### src/rtl/dcc_pkg.sv
package dcc_pkg;
    localparam int DATA_W  = 32;
    localparam int CHAIN_W = DATA_W + 2;

    typedef enum logic [1:0] {
        CH_IDLE  = 2'd0,
        CH_CAPT  = 2'd1,
        CH_SHIFT = 2'd2
    } chain_state_t;
endpackage

### src/rtl/dcc_slot.sv
module dcc_slot #(
    parameter int W = 32
) (
    input  logic         clk,
    input  logic         rst,
    input  logic         wr_en,
    input  logic [W-1:0] wr_data,
    input  logic         rd_en,
    output logic [W-1:0] data,
    output logic         full
);
    always_ff @(posedge clk) begin
        if (rst) begin
            data <= '0;
            full <= 1'b0;
        end else if (wr_en && !full) begin
            data <= wr_data;
            full <= 1'b1;
        end else if (rd_en && full) begin
            full <= 1'b0;
        end
    end


    full_rise_chk: assert property (@(posedge clk) disable iff (rst)
        $rose(full) |-> $past(wr_en));


    ignore_full_wr_chk: assert property (@(posedge clk) disable iff (rst)
        (wr_en && full) |=> $stable(data));


    rd_clear_chk: assert property (@(posedge clk) disable iff (rst)
        (rd_en && full && !wr_en) |=> !full);
endmodule

### src/rtl/dcc_scan_chain.sv
module dcc_scan_chain
    import dcc_pkg::*;
#(
    parameter int CW = CHAIN_W
) (
    input  logic          clk,
    input  logic          rst,
    input  logic          capture,
    input  logic          shift,
    input  logic          update,
    input  logic          sel,
    input  logic          tdi,
    input  logic [CW-1:0] cap_word,
    output logic          tdo,
    output logic          commit,
    output logic [CW-3:0] commit_data
);
    chain_state_t state, state_nx;
    logic [CW-1:0] shreg;
    logic          wr_mode;

    always_comb begin
        state_nx = state;
        unique case (state)
            CH_IDLE:  if (capture) state_nx = CH_CAPT;
            CH_CAPT:  if (capture) state_nx = CH_CAPT;
                      else if (update) state_nx = CH_IDLE;
                      else if (shift) state_nx = CH_SHIFT;
            CH_SHIFT: if (capture) state_nx = CH_CAPT;
                      else if (update) state_nx = CH_IDLE;
            default:  state_nx = CH_IDLE;
        endcase
    end

    always_ff @(posedge clk) begin
        if (rst) state <= CH_IDLE;
        else     state <= state_nx;
    end

    always_ff @(posedge clk) begin
        if (rst) begin
            shreg   <= '0;
            wr_mode <= 1'b0;
        end else if (capture) begin
            shreg   <= cap_word;
            wr_mode <= sel;
        end else if (!update && shift && state != CH_IDLE) begin
            shreg   <= {tdi, shreg[CW-1:1]};
        end
    end

    always_comb begin
        tdo         = shreg[0];
        commit_data = shreg[CW-3:0];
        commit      = 1'b0;
        unique case (state)
            CH_SHIFT: commit = update && !capture && wr_mode;
            default:  commit = 1'b0;
        endcase
    end


    no_early_commit_chk: assert property (@(posedge clk) disable iff (rst)
        capture |=> !commit);


    shift_in_chk: assert property (@(posedge clk) disable iff (rst)
        (shift && !capture && !update && state != CH_IDLE) |=> (shreg[CW-1] == $past(tdi)));
endmodule

### src/rtl/dcc_mailbox.sv
module dcc_mailbox
    import dcc_pkg::*;
#(
    parameter int DW = DATA_W
) (
    input  logic          clk,
    input  logic          rst,
    input  logic          core_wr_en,
    input  logic [DW-1:0] core_wr_data,
    input  logic          core_rd_en,
    output logic [DW-1:0] core_rd_data,
    output logic          c2h_full,
    output logic          h2c_full,
    input  logic          host_capture,
    input  logic          host_shift,
    input  logic          host_update,
    input  logic          host_sel,
    input  logic          host_tdi,
    output logic          host_tdo
);
    localparam int CW = DW + 2;

    logic [DW-1:0] c2h_data;
    logic [CW-1:0] cap_word;
    logic          commit;
    logic [DW-1:0] commit_data;
    logic          host_rd;

    assign host_rd  = host_capture && !host_sel;
    assign cap_word = host_sel ? {c2h_full, !h2c_full, {DW{1'b0}}}
                               : {h2c_full, c2h_full, c2h_data};

    dcc_slot #(.W(DW)) i_c2h (
        .clk(clk), .rst(rst),
        .wr_en(core_wr_en), .wr_data(core_wr_data),
        .rd_en(host_rd), .data(c2h_data), .full(c2h_full)
    );

    dcc_slot #(.W(DW)) i_h2c (
        .clk(clk), .rst(rst),
        .wr_en(commit), .wr_data(commit_data),
        .rd_en(core_rd_en), .data(core_rd_data), .full(h2c_full)
    );

    dcc_scan_chain #(.CW(CW)) i_chain (
        .clk(clk), .rst(rst),
        .capture(host_capture), .shift(host_shift), .update(host_update),
        .sel(host_sel), .tdi(host_tdi), .cap_word(cap_word),
        .tdo(host_tdo), .commit(commit), .commit_data(commit_data)
    );


    capture_lsb_chk: assert property (@(posedge clk) disable iff (rst)
        host_rd |=> (host_tdo == $past(c2h_data[0])));
endmodule

### config.mk
export PLATFORM = sky130hd
export DESIGN_NAME = dcc_mailbox
export DESIGN_NICKNAME = d
export VERILOG_FILES = /design/src/rtl/dcc_pkg.sv /design/src/rtl/dcc_slot.sv /design/src/rtl/dcc_scan_chain.sv /design/src/rtl/dcc_mailbox.sv
export SDC_FILE = /design/constraint.sdc
export NUM_CORES = 1
export LEC_CHECK = 0
export ABC_CLOCK_PERIOD_IN_PS = 1350
export BUFFER_PORTS_ARGS = -buffer_cell sky130_fd_sc_hd__buf_2
export CAP_MARGIN = 20
export CORE_ASPECT_RATIO = 1.4
export CORE_MARGIN = 5
export CORE_UTILIZATION = 50
export DETAILED_ROUTE_END_ITERATION = 8
export PLACE_DENSITY_LB_ADDON = 0.15
export SLEW_MARGIN = 10
export SYNTH_ARGS = -nofsm -noshare
export SYNTH_HDL_FRONTEND = slang
export SYNTH_SLANG_ARGS = --single-unit
### constraint.sdc
create_clock -name clk -period 1.35 [get_ports clk]
set_input_delay 0.27 -clock clk [delete_from_list [all_inputs] [get_ports clk]]
set_output_delay 0.27 -clock clk [all_outputs]
set_load 0.05 [all_outputs]
# Yosys cells after proc, flatten, opt, wreduce, memory -nomap -nowiden

Cells that the tools add are included.

Flip-flop bits (word level): 103
Latch bits: 0
Memory bits (writable): 0
ROM bits: 0
Input bits: 41
Output and inout bits: 35
Memories: 0

$add $sub $neg: 0
Multiply operators: 0
Div/mod/pow operators: 0
Order comparisons: 0
Eq/ne operators: 5
Shift-type cells: 0
Muxes and demuxes: 15
Bitwise logic cells: 0
Reduce and logical (&&, ||, !) cells: 20

Operators by type and width:

| operator             | number |
|---|---|
| $mux W34             | 3 |
| $mux W2              | 6 |
| $logic_and A1 B1 Y1  | 9 |
| $reduce_bool A2 Y1   | 4 |
| $pmux W2 S3          | 1 |
| $logic_not A1 Y1     | 5 |
| $mux W1              | 5 |
| $ne A4 B4 Y1 const B | 1 |
| $ne A3 B3 Y1 const B | 1 |
| $reduce_and A3 Y1    | 1 |
| $eq A2 B1 Y1 const B | 1 |
| $eq A2 B2 Y1 const B | 1 |
| $logic_not A2 Y1     | 1 |
| $ne A2 B2 Y1 const B | 1 |

# Logic depth before layout (Yosys ltp)

Depth in word-level cells: 6
Mapped depth: 6
Gate-level depth less buffers: 3

# Cells and area by module

From an unflattened synthesis, not the netlist that was laid out.

Cell total of the unflattened synthesis: 508
Area total of the unflattened synthesis: 5022.3 um2

Modules (own cells, without submodules):

| module         | instances | cells each | area an instance (um2) | sequential area each (um2) |
|---|---|---|---|---|
| dcc_slot       | 2         | 148        | 1505.2                 | 660.6 |
| dcc_scan_chain | 1         | 173        | 1761.7                 | 740.7 |
| dcc_mailbox    | 1         | 39         | 250.2                  | 0.0 |

# Worst setup path after synthesis

OpenSTA, ideal clock, no wires.

Path type: reg-to-reg
Start point: register i_h2c.full
End point: register i_h2c.data[10]
Arrival time: 1.435 ns
Setup slack: -0.157 ns
Cell stages (with the launch flop): 6
Path through: dfxtp_1 nor4b_2 and3_1 buf_6 buf_12 mux2i_1

Longest elaborated chain between the ends: 2

RTL lines:

| item                     | RTL line       | text |
|---|---|---|
| start: declaration       | dcc_slot.sv:10 | `output logic full` |
| start signal: assignment | dcc_slot.sv:15 | `full <= 1'b0;` |
| start signal: assignment | dcc_slot.sv:18 | `full <= 1'b1;` |
| start signal: assignment | dcc_slot.sv:20 | `full <= 1'b0;` |
| $logic_not A1 Y1         | dcc_slot.sv:16 | `end else if (wr_en && !full) begin` |
| $logic_and A1 B1 Y1      | dcc_slot.sv:16 |  |
| end signal: assignment   | dcc_slot.sv:17 | `data <= wr_data;` |
| end: declaration         | dcc_slot.sv:9  | `output logic [W-1:0] data,` |

Every way passes these cells.
A chain may end at the register's enable or synchronous reset.

# Final worst setup path

Start point: register i_h2c.full
End point: register i_h2c.data[20]

Same word-level chain as after synthesis.

==> impl_metrics.toml <==
[cts]
clk_latency_ns = 0.35
cts_buffer_depth = 2
clkTransAtPathRegs_ns = 0.07
numClockSinks = 103
cts.htree.levels = 3
clockRootBuffer = "clkbuf_16"
cts_tree = "done"
numCtsBuffers = 9
postCtsSetupRepairBufs = 0

[worst_setup_path]
critPathKind = "reg -> reg"
cp.required_ns = 1.62
cp.arrival_ns = 1.67
crit_path_end_kind = "register"
startpoint_type = "register"
worstPathMaxFanout = 21

[finish]
syn_to_final_growth_pct = 23.5
drive_above_1_share = 0.258
diodes = 0
layout.nets = 594
fill_cells = 751
stdcell_count = 663

[grt]
overflow = 0
grt.total_usage = 0.194
grt_max_degree = 34
grt_pass1_wl_um = 16500
antenna_found_initial = 0
grt_pass1_vias = 3442

[timing]
relSlewSlack = 0.799
rsz0062_at_grt = "true"
tightest_slew_ns = 0.302
timing.final.max_slew_violations = 0
setup_viol = 20
max_freq_ghz = 0.716
clock_skew_ns = 0.00568
hold_viol = 0
min_period_ns = 1.40
finalCritPeriodShare = 1.04
setup_slack_ns = -0.0473

[synthesis]
netlist_instances = 481
muxShareOfSynthArea = 0.0808
syn_area_per_cell_um2 = 9.04
ys_seq_area_frac = 0.474
synth_compound_area_frac = 0.165
yosysWarnings = 0
synthesis.area_um2 = 4350
synth_fa_ha_area_frac = 0
synth_top_family_by_area = "simple AND/OR/NAND/NOR gates"
yosys.area_share.simple = 0.225
synthDistinctLibCells = 28
synth_fp_nets = 522
ys_seq_elements = 103
yosys.area_share.xor_xnor = 0

[pwr]
p_switching_mw = 1.66
power_density_nw_per_um2 = 1260
p_int_mw = 5.12
max-vdd-ir-drop_uv = 882
leakagePower_nw = 2.10
clkPwrFrac = 0.420
power_frac_comb = 0.098
power_mw = 6.78
seqPwrFrac = 0.482
p_sw_frac = 0.244

[route]
drt-vias-per-instance = 5.43
vias = 3599
wl_per_cell_um = 15.2
wl_um = 10100
drt_iter0_markers = 205
drtAntennaViolNets = 0
drtPass1Iterations = 4
drc = 0

[die]
initial_core_util = 0.508
core_um2 = 8560
die_h_um = 120
die_area_um2 = 10700
rows = 40
fp.dieW_um = 88.8
ios = 76

[placed_design]
dp_cells = 647
post-place-ws_ns = -0.127
post-dp-hpwl_um = 6960
port_buffers = 75
gp_congestion = 0.780

[flow_run]
maxCapViolations = 0

[hold_path]
hold_path_class = "in -> reg"

[outcome]
outcome = "finished, violations left"
violations = "negative setup slack"
## area by class of cell
cell class | instances | area, um2 | area share
sequential | 103 | 2070 | 0.385
clock inverter | 7 | 104 | 0.0193
inverter | 1 | 3.75 | 0.000699
timing repair buffer | 105 | 692 | 0.129
clock buffer | 9 | 225 | 0.0419
multi-input combinational | 333 | 2150 | 0.399
tap | 105 | 131 | 0.0245
## power by group through the flow
stage                     sequential (mW)  combinational [mW]  clock [mW]
final                                3.26               0.665        2.85
after detailed placement             3.33               0.637           0
after global routing                 3.28               0.732        3.02
after global placement               3.33               0.621           0
after CTS                            3.26               0.640        2.89
after floorplan                      3.32               0.406           0
## Yosys cell counts, drive strengths merged
cell | n | area, um2
nor4bb | 1 | 10.0
nor4 | 1 | 6.26
a22oi | 22 | 165
nand2 | 66 | 248
clkbuf | 32 | 120
a21oi | 45 | 225
o311a | 1 | 10.0
or2 | 1 | 6.26
dfxtp | 103 | 2060
buf | 12 | 118
inv | 1 | 3.75
mux2 | 1 | 11.3
a221oi | 32 | 280
and3 | 1 | 6.26
nor2 | 38 | 143
and2b | 1 | 7.51
nand3 | 2 | 10.0
a211oi | 3 | 22.5
and3b | 10 | 87.6
nand2b | 67 | 419
o21ai | 3 | 15.0
and2 | 1 | 6.26
nor2b | 2 | 12.5
mux2i | 34 | 340
nor4b | 1 | 15.0
## metal layers
metal  wire (um)  global-route usage
met4         224              0.0766
met5           0                   0
met3         440              0.0368
met2        5030               0.320
met1        4350               0.244
## cell usage in the layout (no fill, tap or decap), types with 2 or more instances in the layout
master / synthesis / final
dfxtp_1: 103 / 99
buf_2: 7 / 73
nand2b_1: 67 / 67
nand2_1: 66 / 65
a21oi_1: 45 / 45
nor2_1: 38 / 38
mux2i_1: 34 / 31
buf_4: 0 / 24
a221oi_1: 32 / 23
a22oi_1: 22 / 22
and3b_1: 10 / 10
a221oi_2: 0 / 9
clkbuf_16: 0 / 9
buf_12: 3 / 6
a211oi_1: 3 / 3
dfxtp_2: 0 / 3
mux2i_2: 0 / 2
nand3_1: 2 / 2
o21ai_0: 2 / 2
clkinvlp_4: 0 / 2
bufinv_16: 0 / 2
inv_6: 0 / 2
## state kept, by name, indices dropped and copies added (netlist names)
name	cells
i_h2c.full	1
i_h2c.data	32
i_chain.wr_mode	1
i_chain.shreg	34
i_c2h.data	32
i_chain.state	2
i_c2h.full	1
## timing repair
action / CTS / global route
hold buffers: 0 / 0
cloned: 0 / 0
resized for setup: 3 / 18
endpoints found under the setup margin: 29 / 50
## kinds of logic after synthesis
kind of cell,count (synthesis)
compound gates,106
flops,103
simple gates,192
buf+inv,45
mux,35
## per-stage QoR
stage / TNS (ns) / hold WS [ns] / utilization / cell area (um2)
finish: -0.311 / 0.139 / 0.628 / 5370
global route: -1.59 / 0.145 / 0.628 / 5370
CTS: -0.112 / 0.141 / 0.617 / 5280
detailed placement: -3.57 / 0.446 / 0.578 / 4940
global placement: -1.33 / 0.442 / 0.578 / 4940
floorplan: 0 / 0.346 / - / 4360
## worst max-delay path, stage by stage (launching register included)
cell	delay [ns]
dfxtp_4	0.35
nor4b_4	0.28
and3_4	0.26
buf_12	0.19
mux2i_2	0.22
## path summary, 6_finish.rpt
check                              startpoint               end  slack (ns)  cells after the start
worst min-delay path              host_update  i_chain.state[1]        0.14                      2
worst min register to register  i_c2h.data[4]     i_c2h.data[4]        0.46                      2
worst max register to register     i_h2c.full    i_h2c.data[20]       -0.05                      4
worst max-delay path               i_h2c.full    i_h2c.data[20]       -0.05                      4
Note: power is estimated with default switching activity, not from simulation.
